File: src/rtl/i2c_ctl_pkg.sv
package i2c_ctl_pkg;

    localparam int CTL_W    = 6;
    localparam int ROLE_N   = 4;
    localparam int CMD_W    = 2;
    localparam int RX_W     = 2;

    localparam int B_FLAG   = 0;
    localparam int B_IEN    = 1;
    localparam int B_GCACK  = 2;
    localparam int B_DACK   = 3;
    localparam int B_RSTRT  = 4;
    localparam int B_MSEL   = 5;

    typedef enum logic [CMD_W-1:0] {
        CMD_NONE    = 2'b00,
        CMD_NEXT    = 2'b01,
        CMD_RESTART = 2'b10,
        CMD_STOP    = 2'b11
    } cmd_e;

    typedef enum logic [RX_W-1:0] {
        RX_DATA  = 2'b00,
        RX_GCALL = 2'b01,
        RX_OWN   = 2'b10,
        RX_IDLE  = 2'b11
    } rx_e;

    // Control word as seen on the CPU port, most significant bit first
    typedef struct packed {
        logic msel;
        logic rstrt;
        logic dack;
        logic gcack;
        logic ien;
        logic flag;
    } ctl_word_t;

    // Stored configuration bits
    typedef struct packed {
        logic msel;
        logic dack;
        logic gcack;
        logic ien;
    } cfg_t;

    // Fixed-priority choice of the single command a write produces
    function automatic cmd_e pick_cmd(
        input logic msel_now,
        input logic flag_now,
        input logic w_flag,
        input logic w_rstrt,
        input logic w_msel
    );
        if (msel_now && !w_msel)
            return CMD_STOP;
        else if (w_rstrt)
            return CMD_RESTART;
        else if (flag_now && !w_flag)
            return CMD_NEXT;
        else
            return CMD_NONE;
    endfunction

    // Address-phase completion that ends the slave address
    function automatic logic addr_phase_done(
        input logic match,
        input logic ten_bit,
        input logic second
    );
        return match && (ten_bit ? second : !second);
    endfunction

endpackage

File: src/rtl/ctl_regfile.sv
module ctl_regfile
    import i2c_ctl_pkg::*;
(
    input  logic clk,
    input  logic rst,
    input  logic wr_en,
    input  cfg_t wr_cfg,
    output cfg_t cfg_q
);

    always_ff @(posedge clk) begin
        if (rst) begin
            cfg_q <= '0;
        end else if (wr_en) begin
            cfg_q <= wr_cfg;
        end
    end

endmodule

File: src/rtl/ctl_cmd_resolve.sv
module ctl_cmd_resolve
    import i2c_ctl_pkg::*;
(
    input  logic clk,
    input  logic rst,
    input  logic wr_en,
    input  logic wr_flag,
    input  logic wr_rstrt,
    input  logic wr_msel,
    input  logic msel_q,
    input  logic flag_q,
    output logic clear_req,
    output logic cmd_valid_q,
    output cmd_e cmd_kind_q
);

    cmd_e cmd_d;

    always_comb begin
        cmd_d = pick_cmd(msel_q, flag_q, wr_flag, wr_rstrt, wr_msel);
        if (!wr_en) begin
            cmd_d = CMD_NONE;
        end
        // Any flag-releasing write: a zero flag bit, a restart request or a master drop
        clear_req = wr_en && (!wr_flag || wr_rstrt || (msel_q && !wr_msel));
    end

    always_ff @(posedge clk) begin
        if (rst) begin
            cmd_valid_q <= 1'b0;
            cmd_kind_q  <= CMD_NONE;
        end else begin
            cmd_valid_q <= (cmd_d != CMD_NONE);
            cmd_kind_q  <= cmd_d;
        end
    end

    // a command strobe only ever follows a CPU write
    a_r11_cmd_after_write: assert property (@(posedge clk) disable iff (rst)
        cmd_valid_q |-> $past(wr_en));

    // a stop only follows a write that dropped master select
    a_r11_stop_on_drop: assert property (@(posedge clk) disable iff (rst)
        (cmd_valid_q && cmd_kind_q == CMD_STOP) |-> ($past(msel_q) && !$past(wr_msel)));

    // the strobe lasts one cycle unless another write followed
    a_r11_single_pulse: assert property (@(posedge clk) disable iff (rst)
        (cmd_valid_q && !wr_en) |=> !cmd_valid_q);

endmodule

File: src/rtl/ctl_flag.sv
module ctl_flag
    import i2c_ctl_pkg::*;
(
    input  logic              clk,
    input  logic              rst,
    input  logic              byte_end,
    input  logic [ROLE_N-1:0] roles,
    input  logic              addr_byte_end,
    input  logic              addr_second,
    input  logic              addr_ten_bit,
    input  logic              addr_match,
    input  logic              clear_req,
    output logic              hw_set,
    output logic              flag_q
);

    logic byte_set;
    logic addr_set;

    always_comb begin
        byte_set = byte_end && (|roles);
        addr_set = addr_byte_end && addr_phase_done(addr_match, addr_ten_bit, addr_second);
        hw_set   = byte_set || addr_set;
    end

    always_ff @(posedge clk) begin
        if (rst) begin
            flag_q <= 1'b0;
        end else if (hw_set) begin
            flag_q <= 1'b1;
        end else if (clear_req) begin
            flag_q <= 1'b0;
        end
    end

    // a hardware set always survives into the next cycle
    a_r12_set_wins: assert property (@(posedge clk) disable iff (rst)
        $past(hw_set) |-> flag_q);

    // the flag only rises because of a hardware event
    a_r5_rise_cause: assert property (@(posedge clk) disable iff (rst)
        $rose(flag_q) |-> $past(hw_set));

    // the flag only falls because of a clearing write
    a_r8_fall_cause: assert property (@(posedge clk) disable iff (rst)
        $fell(flag_q) |-> $past(clear_req));

endmodule

File: src/rtl/ctl_ack_sel.sv
module ctl_ack_sel
    import i2c_ctl_pkg::*;
(
    input  rx_e  rx_kind,
    input  logic dack_en,
    input  logic gcack_en,
    input  logic own_ack_en,
    output logic ack
);

    always_comb begin
        unique case (rx_kind)
            RX_DATA:  ack = dack_en;
            RX_GCALL: ack = gcack_en;
            RX_OWN:   ack = own_ack_en;
            default:  ack = 1'b0;
        endcase
    end

endmodule

File: src/rtl/i2c_ctl_slice.sv
module i2c_ctl_slice
    import i2c_ctl_pkg::*;
(
    input  logic             clk,
    input  logic             rst,
    input  logic             wr_en,
    input  logic [CTL_W-1:0] wr_data,
    input  logic             rmw_rd,
    output logic [CTL_W-1:0] rd_data,
    input  logic             byte_end,
    input  logic             role_master,
    input  logic             role_addressed,
    input  logic             role_gcall,
    input  logic             role_arb_lost,
    input  logic             addr_byte_end,
    input  logic             addr_second,
    input  logic             addr_ten_bit,
    input  logic             addr_match,
    input  logic [RX_W-1:0]  rx_kind,
    input  logic             addr_ack_en,
    output logic             ack_out,
    output logic             scl_hold,
    output logic             irq,
    output logic             cmd_valid,
    output logic [CMD_W-1:0] cmd_kind
);

    ctl_word_t         wword;
    ctl_word_t         rword;
    cfg_t              wcfg;
    cfg_t              cfg_q;
    logic              flag_q;
    logic              hw_set;
    logic              clear_req;
    logic              cmd_valid_q;
    cmd_e              cmd_kind_q;
    logic [ROLE_N-1:0] roles;

    assign wword = ctl_word_t'(wr_data);
    assign roles = {role_arb_lost, role_gcall, role_addressed, role_master};

    always_comb begin
        wcfg.msel  = wword.msel;
        wcfg.dack  = wword.dack;
        wcfg.gcack = wword.gcack;
        wcfg.ien   = wword.ien;
    end

    ctl_regfile u_regs (
        .clk    (clk),
        .rst    (rst),
        .wr_en  (wr_en),
        .wr_cfg (wcfg),
        .cfg_q  (cfg_q)
    );

    ctl_cmd_resolve u_cmd (
        .clk         (clk),
        .rst         (rst),
        .wr_en       (wr_en),
        .wr_flag     (wword.flag),
        .wr_rstrt    (wword.rstrt),
        .wr_msel     (wword.msel),
        .msel_q      (cfg_q.msel),
        .flag_q      (flag_q),
        .clear_req   (clear_req),
        .cmd_valid_q (cmd_valid_q),
        .cmd_kind_q  (cmd_kind_q)
    );

    ctl_flag u_flag (
        .clk           (clk),
        .rst           (rst),
        .byte_end      (byte_end),
        .roles         (roles),
        .addr_byte_end (addr_byte_end),
        .addr_second   (addr_second),
        .addr_ten_bit  (addr_ten_bit),
        .addr_match    (addr_match),
        .clear_req     (clear_req),
        .hw_set        (hw_set),
        .flag_q        (flag_q)
    );

    ctl_ack_sel u_ack (
        .rx_kind    (rx_e'(rx_kind)),
        .dack_en    (cfg_q.dack),
        .gcack_en   (cfg_q.gcack),
        .own_ack_en (addr_ack_en),
        .ack        (ack_out)
    );

    always_comb begin
        rword.msel  = cfg_q.msel;
        rword.rstrt = 1'b0;
        rword.dack  = cfg_q.dack;
        rword.gcack = cfg_q.gcack;
        rword.ien   = cfg_q.ien;
        rword.flag  = flag_q || rmw_rd;
        rd_data     = rword;
        scl_hold    = flag_q;
        irq         = cfg_q.ien && flag_q;
        cmd_valid   = cmd_valid_q;
        cmd_kind    = cmd_kind_q;
    end

    // an interrupt is only raised while the clock is being stretched
    a_r4_irq_needs_hold: assert property (@(posedge clk) disable iff (rst)
        irq |-> scl_hold);

    // a command with no coincident set leaves SCL released
    a_r8_cmd_releases: assert property (@(posedge clk) disable iff (rst)
        (cmd_valid && !$past(hw_set)) |-> !scl_hold);

    // after a stop the master-select bit reads back as 0
    a_r10_stop_drops_master: assert property (@(posedge clk) disable iff (rst)
        (cmd_valid && cmd_kind == CMD_STOP) |-> !rd_data[B_MSEL]);

endmodule

File: config.mk
export PLATFORM = sky130hd
export DESIGN_NAME = i2c_ctl_slice
export DESIGN_NICKNAME = d
export VERILOG_FILES = /design/src/rtl/i2c_ctl_pkg.sv /design/src/rtl/ctl_regfile.sv /design/src/rtl/ctl_cmd_resolve.sv /design/src/rtl/ctl_flag.sv /design/src/rtl/ctl_ack_sel.sv /design/src/rtl/i2c_ctl_slice.sv
export SDC_FILE = /design/constraint.sdc
export NUM_CORES = 1
export LEC_CHECK = 0
export BUFFER_PORTS_ARGS = -buffer_cell sky130_fd_sc_hd__buf_2
export CAP_MARGIN = 10
export CORE_AREA = 3 3 40 42
export CTS_CLUSTER_DIAMETER = 40
export DETAILED_ROUTE_END_ITERATION = 7
export DIE_AREA = 0 0 43 45
export GPL_ROUTABILITY_DRIVEN = 0
export PLACE_DENSITY = 0.72
export SETUP_SLACK_MARGIN = 0.15
export SYNTH_ARGS = -nofsm -noshare
export SYNTH_HDL_FRONTEND = slang
export SYNTH_SLANG_ARGS = --single-unit
File: constraint.sdc
create_clock -name clk -period 1.15 [get_ports clk]
set_input_delay 0.1725 -clock clk [delete_from_list [all_inputs] [get_ports clk]]
set_output_delay 0.1725 -clock clk [all_outputs]
set_load 0.05 [all_outputs]
==> metrics <==
ordered list of cells on the worst path=mux2i_4 -> o22ai_4 -> buf_6; final WL=971 um; pwr dens=1190 nW/um2; Crit path required time=980 ps; num rows=13; clk buf depth=2; layout cells sized above 1=62.5%; DR iter-0 viols=5; GRT overflow=0; first-pass GRT wire length=1460 um; DIE AREA=1940 um2; count of state elements after synthesis=8; PortBufs=32; H-tree depth=1; Fmax achieved=0.843 GHz; combinational power share=between 30 and 40%; Top delay family on crit path=flip-flops; placed cell areas=539 um2; # setup viols final=1; Post-Syn Instances=41; Crit. End Element=output pin; WL per Instance=~11 um; Root Buffer Master=clkbuf_4; crit path DAT=1010 ps; antenna cell count=0; P_int=515 uW; syn avg cell area=9.19 um2; Commonest cells post-synth=dfxtp_1, mux2i_1, nor2_1; initial antenna violation count=0; Tot GR Track Use=about a tenth; clock share of power=28.3%; most common cell in the netlist=dfxtp_1; Worst setup SP type=flop; cell taking the most area after synthesis=dfxtp_1; first drt pass iteration count=4; final instance area=638 um2; IO Pins=34; slowest stage delay, CP=360 ps; Core ar.=1280 um2; overall power=759 uW; vias in the first global route=367; Critical Path Slowest Stage Cell=dfxtp_2; Post-Syn Area=377 um2; dpl hpwl=between 700 and 800 um; Tcrit/Tclk final=103%; largest cells by area after synthesis=dfxtp_1, mux2i_1, buf_4; Total Nets Final=96; Initial Util=29.3%; sequential share of power=40.5%; drc violations=0; Post-synth ARST share=0%; DR vias=389; Post-synth EDFFs=0; CTS tree=done; Max Slew Vio Count=0; die width=43 um; Max Cap Viol=0; die extent in y=45 um; min Tclk post-route=1190 ps; top-area cell type share of the netlist area=42.5%; RSZ-0062 raised after global routing=yes; TritonCTS buffer count=3; # placed instances=just over 80; Post-synth top flop=dfxtp_1; VDD IR max=792 uV; drt via density=4.47; worst skew pair latency=250 ps; WP buf/inv=1; Final TNS setup=-35.7 ps; register area share after synthesis=42.5%; run status=finished with violations; Layout Skew=6.31 ps; pin count of the biggest net entering global routing=7; sw frac=32.2%; Clk pin slew, worst setup/hold paths=60 ps; worst hold path class=in -> reg; area delta synth->final=69.4%; Placement Setup Slack=-8.85 ps; Netlist cell types=19; Final Hold Viols=0; Static Leak=0.000307 uW; Post-DRT Antenna Nets=0; failing checks=setup timing; fin worst setup slack=-35.7 ps; Final Instance Count excl. Fillers=87; CP max FO=3; Sink Count=8; critical path type=reg -> out; Sw Pwr=~240 uW; Ys Warns=0; Syn Nets=63
[cell type report]
type                       count  area, um2
fill                         119        647
clock buffer                   3       22.5
tap                           15       18.8
sequential                     8        166
timing repair buffer          33        216
multi-input combinational     28        214
[flip-flops by register name, indices dropped and copies added (netlist names)]
register and flops:
u_cmd.cmd_valid_q 1, u_regs.cfg_q 4, u_flag.flag_q 1, u_cmd.cmd_kind_q 2
[metrics by stage]
step           util (%)  hold WS (ps)
6_report           49.7           157
5_1_grt            49.7           158
4_1_cts            48.0           147
3_5_place_dp       42.0           419
3_3_place_gp       42.0           410
2_1_floorplan         -           234
[cells by family after synthesis]
kind of cell    Yosys count  synth area share, %
simple gates             16                 23.6
flops                     8                 42.5
compound gates            5                 8.31
mux                       5                 13.3
buf+inv                   5                 8.97
xor+xnor                  1                 2.33
other cells               1                0.996
[path summary, 6_finish.rpt]
path / startpoint / end / slack (ps) / depth (start not counted)
min: rst / u_regs.cfg_q[2]$_SDFFE_PP0P_ / 160 / 2
max reg2reg: u_flag.flag_q$_SDFFE_PP0P_ / u_cmd.cmd_kind_q[0]$_SDFF_PP0_ / 300 / 4
max: u_regs.cfg_q[2]$_SDFFE_PP0P_ / ack_out / -40 / 3
min reg2reg: u_regs.cfg_q[0]$_SDFFE_PP0P_ / u_regs.cfg_q[0]$_SDFFE_PP0P_ / 500 / 2
[routing by layer]
metal / global-route usage (%) / wire length (um) / part of all wire [%]
met4: 3.61 / 0 / 0
met2: 17.4 / 527 / 54
met5: 0 / 0 / 0
met1: 10.9 / 357 / 37
met3: 6.77 / 86 / 8.9
[layout by cell type (no fill, tap or decap), drive strengths merged]
master   n
a31oi    1
nor2b    2
a32oi    1
and2     1
a21oi    1
conb     1
o22ai    1
mux2i    5
or4      1
nand2    1
dfxtp    8
xnor2    1
o21ai    1
or2      1
nand4b   1
buf     32
nor2     5
nand2b   4
clkbuf   4
[power by group through the flow]
stage / Sequential (uW) / Combinational, uW / Clock [uW]
5_1_grt: 310 / 251 / 245
3_3_place_gp: 310 / 198 / 0
2_1_floorplan: 343 / 113 / 0
6_report: 308 / 237 / 215
3_5_place_dp: 310 / 199 / 0
4_1_cts: 305 / 229 / 227
[repair_timing]
item	in CTS	in global routing
pin swaps	2	0
setup endpoints to repair	9	8
setup buffers	1	0
hold endpoints to repair	0	0
hold buffers	0	0
gates resized for setup	17	6
(Power assumes the default switching activity.)
